===== src/rtl/ind_cfg_pkg.sv =====
package ind_cfg_pkg;
  localparam int OP_W     = 4;
  localparam int HOP_W    = 8;
  localparam int SPACE_W  = 2;
  localparam int OFS_LO_W = 6;
  localparam int OFS_HI_W = 2;
  localparam int ADDR_W   = OFS_LO_W + OFS_HI_W;

  // command word bit positions decoded by the engine
  localparam int CMD_LOCAL_BIT = 5;
  localparam int CMD_TMO_BIT   = 4;
  localparam int CMD_DONE_BIT  = 6;
  localparam int CMD_RDY_BIT   = 7;
  localparam int CMD_HOP_LSB   = 8;
  localparam int CMD_OFS_LSB   = 16;
  localparam int CMD_SPACE_LSB = 22;
  localparam int PHY_HI_LSB    = 27;

  localparam logic [OP_W-1:0]    OP_WRITE  = 4'd0;
  localparam logic [OP_W-1:0]    OP_READ   = 4'd1;
  localparam logic [OP_W-1:0]    OP_ASSIGN = 4'd2;
  localparam logic [OP_W-1:0]    OP_CIRC   = 4'd3;
  localparam logic [SPACE_W-1:0] SPACE_PHY = 2'd3;

  localparam logic [1:0] HREG_DATA = 2'd0;
  localparam logic [1:0] HREG_CMD  = 2'd1;
  localparam logic [1:0] HREG_PHY  = 2'd2;

  typedef struct packed {
    logic [OP_W-1:0]    op;
    logic               local_rt;
    logic [HOP_W-1:0]   hop;
    logic [SPACE_W-1:0] space;
    logic [ADDR_W-1:0]  addr;
    logic               known;
  } dec_t;
endpackage


===== src/rtl/ind_cfg_decode.sv =====
module ind_cfg_decode
  import ind_cfg_pkg::*;
#(
  parameter int DATA_W = 32
) (
  input  logic [DATA_W-1:0]   cmd,
  input  logic [OFS_HI_W-1:0] phy_hi,
  output dec_t                dec
);
  logic unused_bits;
  assign unused_bits = ^{cmd[DATA_W-1:CMD_SPACE_LSB+SPACE_W], cmd[CMD_RDY_BIT:CMD_DONE_BIT],
                         cmd[CMD_TMO_BIT]};

  always_comb begin
    dec.op       = cmd[OP_W-1:0];
    dec.local_rt = cmd[CMD_LOCAL_BIT];
    dec.hop      = cmd[CMD_HOP_LSB +: HOP_W];
    dec.space    = cmd[CMD_SPACE_LSB +: SPACE_W];
    dec.known    = (dec.op <= OP_CIRC);
    if (dec.space == SPACE_PHY)
      dec.addr = {phy_hi, cmd[CMD_OFS_LSB +: OFS_LO_W]};
    else
      dec.addr = {{OFS_HI_W{1'b0}}, cmd[CMD_OFS_LSB +: OFS_LO_W]};
  end
endmodule


===== src/rtl/ind_cfg_seq.sv =====
module ind_cfg_seq
  import ind_cfg_pkg::*;
#(
  parameter int DATA_W  = 32,
  parameter int TMO_CYC = 64
) (
  input  logic               clk,
  input  logic               rst,
  input  logic               start,
  input  dec_t               dec,
  input  logic [DATA_W-1:0]  wdata,
  output logic               req,
  output logic [OP_W-1:0]    req_op,
  output logic               req_local,
  output logic [HOP_W-1:0]   req_hop,
  output logic [SPACE_W-1:0] req_space,
  output logic [ADDR_W-1:0]  req_addr,
  output logic [DATA_W-1:0]  req_wdata,
  input  logic               ack,
  input  logic [DATA_W-1:0]  ack_rdata,
  output logic               busy,
  output logic               fin,
  output logic               fin_rd,
  output logic               fin_tmo,
  output logic [DATA_W-1:0]  fin_rdata
);
  localparam int TMO_W = (TMO_CYC > 1) ? $clog2(TMO_CYC) : 1;
  localparam logic [TMO_W-1:0] TMO_LAST = TMO_W'(TMO_CYC - 1);

  typedef enum logic {ST_IDLE, ST_REQ} st_t;
  st_t              st;
  logic             second;
  logic [TMO_W-1:0] wait_cnt;

  assign req  = (st == ST_REQ);
  assign busy = (st != ST_IDLE) || fin;

  always_ff @(posedge clk) begin
    if (rst) begin
      st        <= ST_IDLE;
      second    <= 1'b0;
      wait_cnt  <= '0;
      req_op    <= '0;
      req_local <= 1'b0;
      req_hop   <= '0;
      req_space <= '0;
      req_addr  <= '0;
      req_wdata <= '0;
      fin       <= 1'b0;
      fin_rd    <= 1'b0;
      fin_tmo   <= 1'b0;
      fin_rdata <= '0;
    end else begin
      fin     <= 1'b0;
      fin_rd  <= 1'b0;
      fin_tmo <= 1'b0;
      unique case (st)
        ST_IDLE: begin
          if (start) begin
            req_op    <= dec.op;
            req_hop   <= dec.hop;
            req_space <= dec.space;
            req_addr  <= dec.addr;
            req_wdata <= wdata;
            second    <= 1'b0;
            wait_cnt  <= '0;
            if (dec.known) begin
              st        <= ST_REQ;
              req_local <= (dec.op == OP_CIRC) ? 1'b1 : dec.local_rt;
            end else begin
              fin <= 1'b1;
            end
          end
        end
        ST_REQ: begin
          if (ack) begin
            wait_cnt <= '0;
            if (req_op == OP_CIRC && !second) begin
              second    <= 1'b1;
              req_local <= 1'b0;
            end else begin
              st        <= ST_IDLE;
              fin       <= 1'b1;
              fin_rd    <= (req_op == OP_READ);
              fin_rdata <= ack_rdata;
            end
          end else if (wait_cnt == TMO_LAST) begin
            st      <= ST_IDLE;
            fin     <= 1'b1;
            fin_tmo <= 1'b1;
          end else begin
            wait_cnt <= wait_cnt + 1'b1;
          end
        end
        default: st <= ST_IDLE;
      endcase
    end
  end
endmodule


===== src/rtl/ind_cfg_engine.sv =====
module ind_cfg_engine
  import ind_cfg_pkg::*;
#(
  parameter int DATA_W  = 32,
  parameter int TMO_CYC = 64
) (
  input  logic               clk,
  input  logic               rst,
  input  logic               host_we,
  input  logic [1:0]         host_waddr,
  input  logic [DATA_W-1:0]  host_wdata,
  input  logic [1:0]         host_raddr,
  output logic [DATA_W-1:0]  host_rdata,
  output logic               bus_req,
  output logic [OP_W-1:0]    bus_op,
  output logic               bus_local,
  output logic [HOP_W-1:0]   bus_hop,
  output logic [SPACE_W-1:0] bus_space,
  output logic [ADDR_W-1:0]  bus_addr,
  output logic [DATA_W-1:0]  bus_wdata,
  input  logic               bus_ack,
  input  logic [DATA_W-1:0]  bus_rdata
);
  logic [DATA_W-1:0] data_q, cmd_q, phy_q, cmd_view;
  logic              done_q, rdy_q, tmo_q;
  logic              busy, start, fin, fin_rd, fin_tmo;
  logic [DATA_W-1:0] fin_rdata;
  dec_t              dec;

  assign start = host_we && (host_waddr == HREG_CMD) && !busy;

  ind_cfg_decode #(.DATA_W(DATA_W)) u_dec (
    .cmd    (host_wdata),
    .phy_hi (phy_q[PHY_HI_LSB +: OFS_HI_W]),
    .dec    (dec)
  );

  ind_cfg_seq #(.DATA_W(DATA_W), .TMO_CYC(TMO_CYC)) u_seq (
    .clk       (clk),
    .rst       (rst),
    .start     (start),
    .dec       (dec),
    .wdata     (data_q),
    .req       (bus_req),
    .req_op    (bus_op),
    .req_local (bus_local),
    .req_hop   (bus_hop),
    .req_space (bus_space),
    .req_addr  (bus_addr),
    .req_wdata (bus_wdata),
    .ack       (bus_ack),
    .ack_rdata (bus_rdata),
    .busy      (busy),
    .fin       (fin),
    .fin_rd    (fin_rd),
    .fin_tmo   (fin_tmo),
    .fin_rdata (fin_rdata)
  );

  always_ff @(posedge clk) begin
    if (rst) begin
      data_q <= '0;
      cmd_q  <= '0;
      phy_q  <= '0;
      done_q <= 1'b0;
      rdy_q  <= 1'b0;
      tmo_q  <= 1'b0;
    end else begin
      if (host_we && host_waddr == HREG_PHY)
        phy_q <= host_wdata;
      if (host_we && host_waddr == HREG_DATA && !busy)
        data_q <= host_wdata;
      else if (fin && fin_rd)
        data_q <= fin_rdata;
      if (start) begin
        cmd_q  <= host_wdata;
        done_q <= 1'b0;
        rdy_q  <= 1'b0;
      end else if (fin) begin
        done_q <= 1'b1;
        rdy_q  <= fin_rd;
      end
      if (fin_tmo)
        tmo_q <= 1'b1;
    end
  end

  always_comb begin
    cmd_view               = cmd_q;
    cmd_view[CMD_TMO_BIT]  = tmo_q;
    cmd_view[CMD_DONE_BIT] = done_q;
    cmd_view[CMD_RDY_BIT]  = rdy_q;
  end

  always_ff @(posedge clk) begin
    if (rst) host_rdata <= '0;
    else begin
      unique case (host_raddr)
        HREG_DATA: host_rdata <= data_q;
        HREG_CMD:  host_rdata <= cmd_view;
        HREG_PHY:  host_rdata <= phy_q;
        default:   host_rdata <= '0;
      endcase
    end
  end
endmodule


===== config.mk =====
export PLATFORM = sky130hd
export DESIGN_NAME = ind_cfg_engine
export DESIGN_NICKNAME = d
export VERILOG_FILES = /design/src/rtl/ind_cfg_pkg.sv /design/src/rtl/ind_cfg_decode.sv /design/src/rtl/ind_cfg_seq.sv /design/src/rtl/ind_cfg_engine.sv
export SDC_FILE = /design/constraint.sdc
export NUM_CORES = 1
export LEC_CHECK = 0
export ABC_CLOCK_PERIOD_IN_PS = 1400
export CAP_MARGIN = 20
export CELL_PAD_IN_SITES_DETAIL_PLACEMENT = 1
export CELL_PAD_IN_SITES_GLOBAL_PLACEMENT = 1
export CORE_UTILIZATION = 42
export CTS_CLUSTER_DIAMETER = 60
export CTS_CLUSTER_SIZE = 25
export DETAILED_ROUTE_END_ITERATION = 16
export DONT_BUFFER_PORTS = 1
export PLACE_DENSITY_LB_ADDON = 0.1
export SETUP_SLACK_MARGIN = 0.1
export SYNTH_ARGS = -nofsm -noshare
export SYNTH_HDL_FRONTEND = slang
export SYNTH_SLANG_ARGS = --single-unit

===== constraint.sdc =====
create_clock -name clk -period 1.4 [get_ports clk]
set_clock_uncertainty 0.05 [all_clocks]
set_input_delay 0 -clock clk [delete_from_list [all_inputs] [get_ports clk]]
set_output_delay 0 -clock clk [all_outputs]
set_load 0.005 [all_outputs]

# == Yosys cells after proc, flatten, opt, wreduce, memory -nomap -nowiden ==
# Index checks and enable logic that the tools add are counted.
# word_totals
output_inout_bits,88
inputBits,72
wordCells,90
ff_bits,229
# classes
addsub,1
magnitude_cmp,1
mux,30
eq_ne,14
bitwise,3
n_reduce_logical,21
# ops
cell,count
$pmux W32 S3,1
$mux W32,2
$mux W1,18
$mux W6,3
$pmux W6 S2,1
$eq A4 B2 Y1 const B,2
$mux W8,1
$ne A2 B2 Y1 const B,4
$pmux W1 S2,4
$logic_and A1 B1 Y1,7
$add A6 B1 Y6 const B,1
$eq A2 B2 Y1 const B,3
$eq A6 B6 Y1 const B,1
$reduce_and A3 Y1,2
$eq A2 B1 Y1 const B,2
$eq A4 B1 Y1 const B,1
$le A4 B2 Y1 const B,1
$logic_not A2 Y1,2
$reduce_and A2 Y1,2
$reduce_and A4 Y1,1
$reduce_or A4 Y1,1
$ne A3 B3 Y1 const B,1
$not A1 Y1,3
$reduce_or A3 Y1,1
4 further kinds,5

# == Depth between registers and ports, before layout ==
# Gate-level depths: netlist of run 1.
# logic_depth
ltp_word,5
mapped_depth,7
ltp_nobuf,5

# == By module ==
# From an unflattened synthesis of run 1, not the netlist that was laid out.
# unflattened
cells_unflattened,1073
area_unflattened_um2,9161.3
# modules_own_cells
mod,cells_each,instances,area_each_um2
ind_cfg_engine,603,1,5213.8
ind_cfg_seq,446,1,3773.6
ind_cfg_decode,24,1,173.9

# == Worst setup path before layout of run 1 ==
# OpenSTA, ideal clock, no wires.
# synth_timing
path_type,register -> register
from,reg u_seq.st (netlist: u_seq.req)
to,reg u_seq.req_local
n_path_buf,2
path_stages_with_launch,7
arrival_time_ns,1.304
synth_period_minus_slack_ns,1.442
t_required_ns,1.262
setup_slack_ns,-0.042
path_cell_list,dfxtp_1 nor3_2 and3_1 buf_4 buf_6 a22oi_2 a311oi_2
# synth_via
elab_chain_cells,5
word_cells_on_any_way,10
classes_between,4 x eq/ne; 1 x mux; 1 x bitwise; 4 x reduce/logical
# synth_rtl
item,line,rtl
from (decl),ind_cfg_seq.sv:31,st_t st;
from (signal assigned),ind_cfg_seq.sv:40,st <= ST_IDLE;
from (signal assigned),ind_cfg_seq.sv:68,st <= ST_REQ;
from (signal assigned),ind_cfg_seq.sv:82,st <= ST_IDLE;
$logic_or A1 B1 Y1,ind_cfg_seq.sv:36,assign busy = (st != ST_IDLE) || fin;
$logic_not A1 Y1,ind_cfg_engine.sv:30,assign start = host_we && (host_waddr == HREG_CMD) && !busy;
$logic_and A1 B1 Y1,ind_cfg_engine.sv:30,
$ne A2 B2 Y1 (no line),n/a,
$reduce_and A4 Y1 (no line),n/a,
to (signal assigned),ind_cfg_seq.sv:69,req_local <= (dec.op == OP_CIRC) ? 1'b1 : dec.local_rt;
to (decl),ind_cfg_seq.sv:14,"output logic req_local,"
# Several ways; a longest one is shown, not always the timed one.
# A chain may end at the register's enable or synchronous reset.

# == Final worst setup path of run 1 ==
# layout_timing
from,reg u_seq.req_op[2]
to,reg u_seq.fin_rdata[6]
# layout_via
elab_chain_cells,4
# layout_rtl
item,line,rtl
from (decl),ind_cfg_seq.sv:13,"output logic [OP_W-1:0] req_op,"
from (signal assigned),ind_cfg_seq.sv:60,req_op <= dec.op;
$eq A4 B2 Y1,ind_cfg_seq.sv:78,if (req_op == OP_CIRC && !second) begin
$logic_and A1 B1 Y1,ind_cfg_seq.sv:78,
$not A1 Y1 (no line),n/a,
$reduce_and A3 Y1 (no line),n/a,
to (signal assigned),ind_cfg_seq.sv:85,fin_rdata <= ack_rdata;
to (decl),ind_cfg_seq.sv:25,output logic [DATA_W-1:0] fin_rdata
# No other way between the ends.

==> run summary, run 1 <==
Synth Area in Simple Gates -> 17.85%
Clk sinks -> 226
Ant diodes -> 0
Adder-Cell Fraction of Synth Area -> 0.1474%
Slowest CP cell -> dfxtp_2
Critical path type -> flop to flop
Slew Limit Fails -> 0
Initial drt markers -> 355
Final instance area -> 0.01100 mm²
Max stage delay on crit path -> 0.34 ns
First-pass GRT wire length -> 40,520 µm
Chip width -> 144.2 µm
Final net count -> 1,090
R2R Path End -> u_seq.fin_rdata[6]
Final-report hold violation count -> 193
Hold crit path type -> primary input to flop
Vias -> 7,190
Initial antenna violation count -> 0
Clk slew on worst S/H paths -> 0.08 ns
Worst-margin pin slew -> 0.4233 ns
# fillers -> 2,187
Post-DP Area -> 0.008885 mm²
Port bufs -> 0
Final WL -> 28,010 µm
Unrepaired setup endpoints after global routing -> true
Outcome -> complete, but fails checks
Final setup fails -> 102
Met1 usage -> 30.00%
Top-Level Pins -> 160
Crit share post-route -> 105.1%
XOR/XNOR Fraction of Synth Area -> 0%
Die height -> 144.2 µm
Max cap viols -> 0
Share of synthesized registers carrying an async set or reset -> 0%
Final ANT Viol Nets -> 0
CTS H-Tree Depth -> 1
Max IR drop VDD -> 866.5 µV
Max Root-Sink Buffers -> 3
Power Density -> 1175 mW/mm²
R2R Setup Slk -> -0.07 ns
Mapped Avg Cell Area -> 8.642 µm²
Distinct cells, synth -> 36
Compound-cell area share of the yosys netlist -> 13.40%
Register area share after synthesis -> 53.31%
Grt met2 use -> 45.59%
Worst Reg2Reg Path Length in Cells -> 6
Clk_lat worst skew -> 0.50 ns
Global route total overflow -> 0
Post-layout util -> 55.97%
Final WS setup -> -0.07099 ns
Largest family of logic cells by synthesized area -> simple AND/OR/NAND/NOR gates
Clock root buffer master -> clkbuf_16
Cts hold-fix bufs -> 33
Die area -> 0.02078 mm²
Syn_nets -> 1,055
Initial Util -> 43.18%
Final min period -> 1.471 ns
CTS tree -> done
Wire per inst -> 21.66 µm
Vias in the first global route -> 7,378
Mux cell area share after synthesis -> 11.32%
Hold WS -> -0.4890 ns
Drt pass-1 iters -> 4
Power, Total -> 12.92 mW
EDFF count, synth -> 0
Slew Limit Headroom -> 71.69%
Leak -> 4.241 nW
Yosys reg bits -> 226
GRT Max-Usage Layer -> met2
Post-Synthesis Cells -> 982
Max Clk Rate -> 679.8 MHz
Share of layout cells above drive strength 1 -> 21.89%
Crit path max fanout -> 7
Failing checks -> hold timing, setup timing
Critical Path End -> u_seq.fin_rdata[6]
Syn. warnings -> 0
Final TNS setup -> -3.339 ns
CP endpoint kind -> flop
CP Cell Sequence -> nor3b_4 -> a21oi_4 -> buf_6 -> buf_12 -> mux2i_2 -> nor2_1
Total GRT Usage -> 25.33%
Std-Cell Rows -> 51
Post-Syn Area -> 0.008487 mm²
Via density -> 5.561
DRC -> 0
Startpoint Class -> flop
Top FF cell, synth -> dfxtp_1
RR Startpoint -> u_seq.req_op[2]
Number of buffers created by CTS -> 17
Core Area -> 0.01965 mm²
GRT met3 Usage -> 6.225%
GPL Wtd Cong -> 0.7683
Hpwl dp -> 15,860 µm
Largest net degree at the start of global routing -> 228
CP startpoint -> u_seq.req_op[2]
CP Data Arrival Time -> 1.80 ns
WP data required -> 1.72 ns
Area growth syn-to-layout -> 29.60%
stage by stage:
step                      instances  setup slack, ns
after CTS                      1280         -0.01481
final                          1293         -0.07099
after detailed placement       1206          -0.1138
after global routing           1293          -0.1622
after floorplan                 982          0.05482
after global placement         1206         -0.01720
report_power, final:
group	total [mW]	switching, mW	internal, mW	leakage [nW]
Sequential	6.71	0.127	6.59	1.84
Clock	5.43	2.49	2.94	0.294
Combinational	0.784	0.407	0.377	2.11
cell type report:
type | count | area [µm²] | share of cell area [%]
inverters | 1 | 3.754 | 0.03413
clock inverters | 11 | 180.2 | 1.638
multi-input cells | 681 | 4325 | 39.32
repair buffers | 90 | 1172 | 10.66
clock buffers | 19 | 442.9 | 4.027
flip-flops and latches | 226 | 4543 | 41.30
well taps | 265 | 331.6 | 3.014
repair_timing:
action                     CTS  global route
pin swaps                   13            44
resized for setup           68           133
hold endpoints to repair   226           193
setup buffers                6             7
setup endpoints to repair  150           159
cloned                       5             8
state kept, by name (all words and copies together) (netlist names):
register / flops
u_seq.wait_cnt: 6
u_seq.fin: 1
u_seq.fin_tmo: 1
u_seq.req_wdata: 32
u_seq.fin_rd: 1
u_seq.req_local: 1
tmo_q: 1
u_seq.req: 1
u_seq.req_addr: 8
rdy_q: 1
u_seq.req_space: 2
data_q: 32
u_seq.req_hop: 8
u_seq.fin_rdata: 32
u_seq.second: 1
cmd_q: 29
u_seq.req_op: 4
done_q: 1
phy_q: 32
host_rdata: 32
routing by layer:
metal  share of wire, %  wire (µm)
met2                 51      14220
met4                1.8        515
met5                  0          0
met1                 41      11460
met3                6.5       1823
synthesized netlist by cell type, types with 3 or more instances:
cell	n	area, µm²
dfxtp_1	226	4524
nand2_1	216	810.8
a21oi_1	153	765.7
nor2_1	141	529.3
mux2i_1	96	960.9
clkbuf_1	46	172.7
a211oi_1	33	247.7
buf_2	20	100.1
nand3_1	5	25.02
buf_4	4	30.03
nor3_1	4	20.02
and3_1	3	18.77
nand4_1	3	18.77
o21ai_0	3	15.01
cells by family (layout without fill, tap and decap cells):
logic type               Yosys count  count (layout)
AND/OR/NAND/NOR                  384             384
flip-flops                       226             226
AO/OA/AOI/OAI                    200             200
adder cells (fa/ha/maj)            1               1
buffers and inverters             75             121
multiplexers                      96              96
critical path, delay by kind of cell, from the launching register on:
family,cells,cell delay [ns]
multiplexers,1,0.17
flip-flops,1,0.34
AND/OR/NAND/NOR,2,0.37
buffers and inverters,2,0.30
AO/OA/AOI/OAI,1,0.13
how the worst min path moves through the flow:
stage	start	to	slack, ns	cells after the start
floorplan	host_wdata[24]	cmd_q[24]	0.09	2
finish	rst	data_q[27]	-0.49	1
global route	rst	cmd_q[28]	-0.50	1
detailed placement	rst	cmd_q[27]	0.04	1
global placement	rst	u_seq.req	0.04	1
CTS	rst	u_seq.req	-0.48	1
cell usage in the layout, fill, tap and decap left out, drive strengths merged, types with 3 or more instances in the layout:
| cell type | n |
|---|---|
| and3 | 3 |
| nand4 | 3 |
| dfxtp | 226 |
| buf | 51 |
| a311oi | 3 |
| nor3 | 5 |
| nand3 | 6 |
| clkbuf | 25 |
| dlygate4sd3 | 33 |
| a21oi | 154 |
| a211oi | 33 |
| nand2 | 216 |
| inv | 3 |
| o21ai | 3 |
| nor2 | 141 |
| bufinv | 3 |
| mux2i | 96 |
| clkinv | 4 |
Power figures use the tool's default switching activity.
==> inputs of run 2 (changes only) <==
SKIP_CTS_REPAIR_TIMING = 1   (was unset)
==> run 2 against run 1 <==
The flow still finishes with violations (hold timing, setup timing). Global-route usage is 1.8 points lower. Hold slack better by 0.0065 ns. Sequential share of layout area is 2.0 points higher. Critical path depth stayed put. Design area is 4.7% lower. Non-clock buffer count is 11 lower. Largest cell class unchanged. Largest power group unchanged.
==> run summary, run 2 (synthesized netlist as in run 1, its figures left out) <==
Hpwl dp -> 15,860 µm (unchanged)
Clk sinks -> 226 (unchanged)
Final net count -> 1,079 (-1.0%)
Final TNS setup -> -2.926 ns (+0.4132 ns)
Number of buffers created by CTS -> 17 (unchanged)
Vias -> 7,027 (-2.3%)
Global route total overflow -> 0 (unchanged)
Post-layout util -> 53.34% (-2.6 points)
WP data required -> 1.70 ns (-0.02 ns)
Std-Cell Rows -> 51 (unchanged)
Leak -> 3.939 nW (-7.1%)
DRC -> 0 (unchanged)
Vias in the first global route -> 7,015 (-4.9%)
Final ANT Viol Nets -> 0 (unchanged)
Final setup fails -> 106 (+3.9%)
R2R Path End -> u_seq.fin_rdata[18]
Switching Fraction -> 23.10% (-0.29 points)
Initial drt markers -> 359 (+1.1%)
RR Startpoint -> u_seq.req_op[2]
Slew Limit Headroom -> 59.64% (-12 points)
Clk pwr share -> 42.3% (+0.3 points)
Total GRT Usage -> 23.49% (-1.8 points)
Final WS setup -> -0.08062 ns (-0.009629 ns)
Final WL -> 26,550 µm (-5.2%)
Wire per inst -> 20.71 µm (-4.4%)
Via density -> 5.481 (-1.4%)
CTS H-Tree Depth -> 1 (unchanged)
Area growth syn-to-layout -> 23.53%
# fillers -> 2,243 (+2.6%)
CP endpoint kind -> flop
Crit share post-route -> 105.8% (+0.69 points)
Final-report hold violation count -> 195 (+1.0%)
Critical path type -> flop to flop
Chip width -> 144.2 µm (unchanged)
Commonest cells after routing, fill and taps aside -> dfxtp_1 (217), nand2_1 (202), nor2_1 (136)
Reported net switching power -> 2.955 mW (-2.2%)
Max Root-Sink Buffers -> 3 (unchanged)
Top-Level Pins -> 160 (unchanged)
First-pass GRT wire length -> 37,970 µm (-6.3%)
Initial Util -> 43.18% (unchanged)
Hold WS -> -0.4825 ns (+0.006507 ns)
Die height -> 144.2 µm (unchanged)
CTS tree -> done
Drt pass-1 iters -> 4 (unchanged)
Failing checks -> hold timing, setup timing
Worst Reg2Reg Path Length in Cells -> 6 (unchanged)
Clock root buffer master -> clkbuf_16
Port bufs -> 0 (unchanged)
Commonest non-fill, non-tap cell in the layout -> dfxtp_1
Internal power -> 9.838 mW (-0.63%)
Sequential share of power -> 52.4% (+0.4 points)
Outcome -> complete, but fails checks
Ant diodes -> 0 (unchanged)
Power Density -> 1220 mW/mm² (+3.9%)
Final min period -> 1.481 ns (+0.009629 ns)
Worst-margin pin slew -> 0.6055 ns (+0.1821 ns)
Crit path max fanout -> 8 (+1)
Core Area -> 0.01965 mm² (unchanged)
Die area -> 0.02078 mm² (unchanged)
Hold path startpoint -> rst
CP Data Arrival Time -> 1.78 ns (-0.02 ns)
Unrepaired setup endpoints after global routing -> true
Clk_lat worst skew -> 0.50 ns (about the same)
Max IR drop VDD -> 859.9 µV (-0.76%)
WHS Path Cells -> 1 (unchanged)
Largest net degree at the start of global routing -> 228 (unchanged)
Max Clk Rate -> 675.4 MHz (-0.65%)
Slew Limit Fails -> 0 (unchanged)
GPL Wtd Cong -> 0.7683 (unchanged)
R2R Setup Slk -> -0.08 ns (about the same)
Share of layout cells above drive strength 1 -> 17.21% (-4.7 points)
Startpoint Class -> flop
Comb pwr share -> 5.3% (-0.8 points)
Clk slew on worst S/H paths -> 0.08 ns (about the same)
Hold worst-path end -> cmd_q[27]
Initial antenna violation count -> 0 (unchanged)
Max cap viols -> 0 (unchanged)
Hold crit path type -> primary input to flop
[run 2: cell types whose count changed in the layout (fill, tap and decap cells not counted), moves of 5 or more]
cell      before  now
buf_12        15   10
a211oi_2      22   12
a211oi_1      11   21
nor2_4        21    0
nand2_2        5   13
a21oi_1      119  111
a21oi_2       34   42
nand2_1      193  202
nor2_1       112  136
nand2_4       17    1
[run 2: metal layers]
metal	up-vias	routed length [µm]	GRT usage [%]
met4	0	539	6.814
met1	3479	11350	28.23
met3	46	1585	5.894
li1	3345	-	-
met2	157	13080	41.24
met5	-	0	0
[run 2: cell type report]
class	count	area [µm²]	area share [%]
Clock buffer	19	442.9	4.225
Clock inverter	11	180.2	1.719
Inverter	1	3.754	0.03580
Multi-Input combinational cell	681	4021	38.36
Sequential cell	226	4541	43.31
Tap cell	265	331.6	3.163
Timing Repair Buffer	79	963.4	9.190
[run 2: how the worst max path moves through the flow]
stage	start	to	slack, ns	cells after the start
after floorplan	u_seq.wait_cnt[0]	u_seq.wait_cnt[3]	0.05	5
after global placement	u_seq.wait_cnt[1]	u_seq.wait_cnt[4]	-0.02	5
after detailed placement	u_seq.wait_cnt[0]	u_seq.wait_cnt[4]	-0.11	5
after CTS	u_seq.wait_cnt[0]	u_seq.wait_cnt[4]	-0.15	5
after global routing	u_seq.req_op[2]	u_seq.fin_rdata[12]	-0.13	6
final	u_seq.req_op[2]	u_seq.fin_rdata[18]	-0.08	6
[run 2: through the flow]
stage	worst slack, ns	total power [mW]	instance area (µm²)	instances	hold slack [ns]
2_1_floorplan	0.05482	7.312	8538	982	0.08596
3_3_place_gp	-0.01720	7.351	8885	1206	0.03786
3_5_place_dp	-0.1138	7.383	8885	1206	0.04431
4_1_cts	-0.1483	12.77	9508	1236	-0.4815
5_1_grt	-0.1251	13.24	10480	1282	-0.5019
6_report	-0.08062	12.79	10480	1282	-0.4825
[run 2: worst max-delay path, cell delays in order, from the launching register on]
cell and delay [ns]:
dfxtp_2 0.34, nor3b_4 0.30, a21oi_4 0.11, buf_12 0.16, buf_16 0.15, mux2i_1 0.15, nor2_1 0.08
[run 2: power groups by stage]
stage | sequential (mW) | clock, mW | combinational (mW)
after floorplan | 6.82 | 0 | 0.494
after global placement | 6.85 | 0 | 0.505
after global routing | 6.72 | 5.78 | 0.733
after detailed placement | 6.85 | 0 | 0.528
final | 6.70 | 5.41 | 0.675
after CTS | 6.70 | 5.53 | 0.532
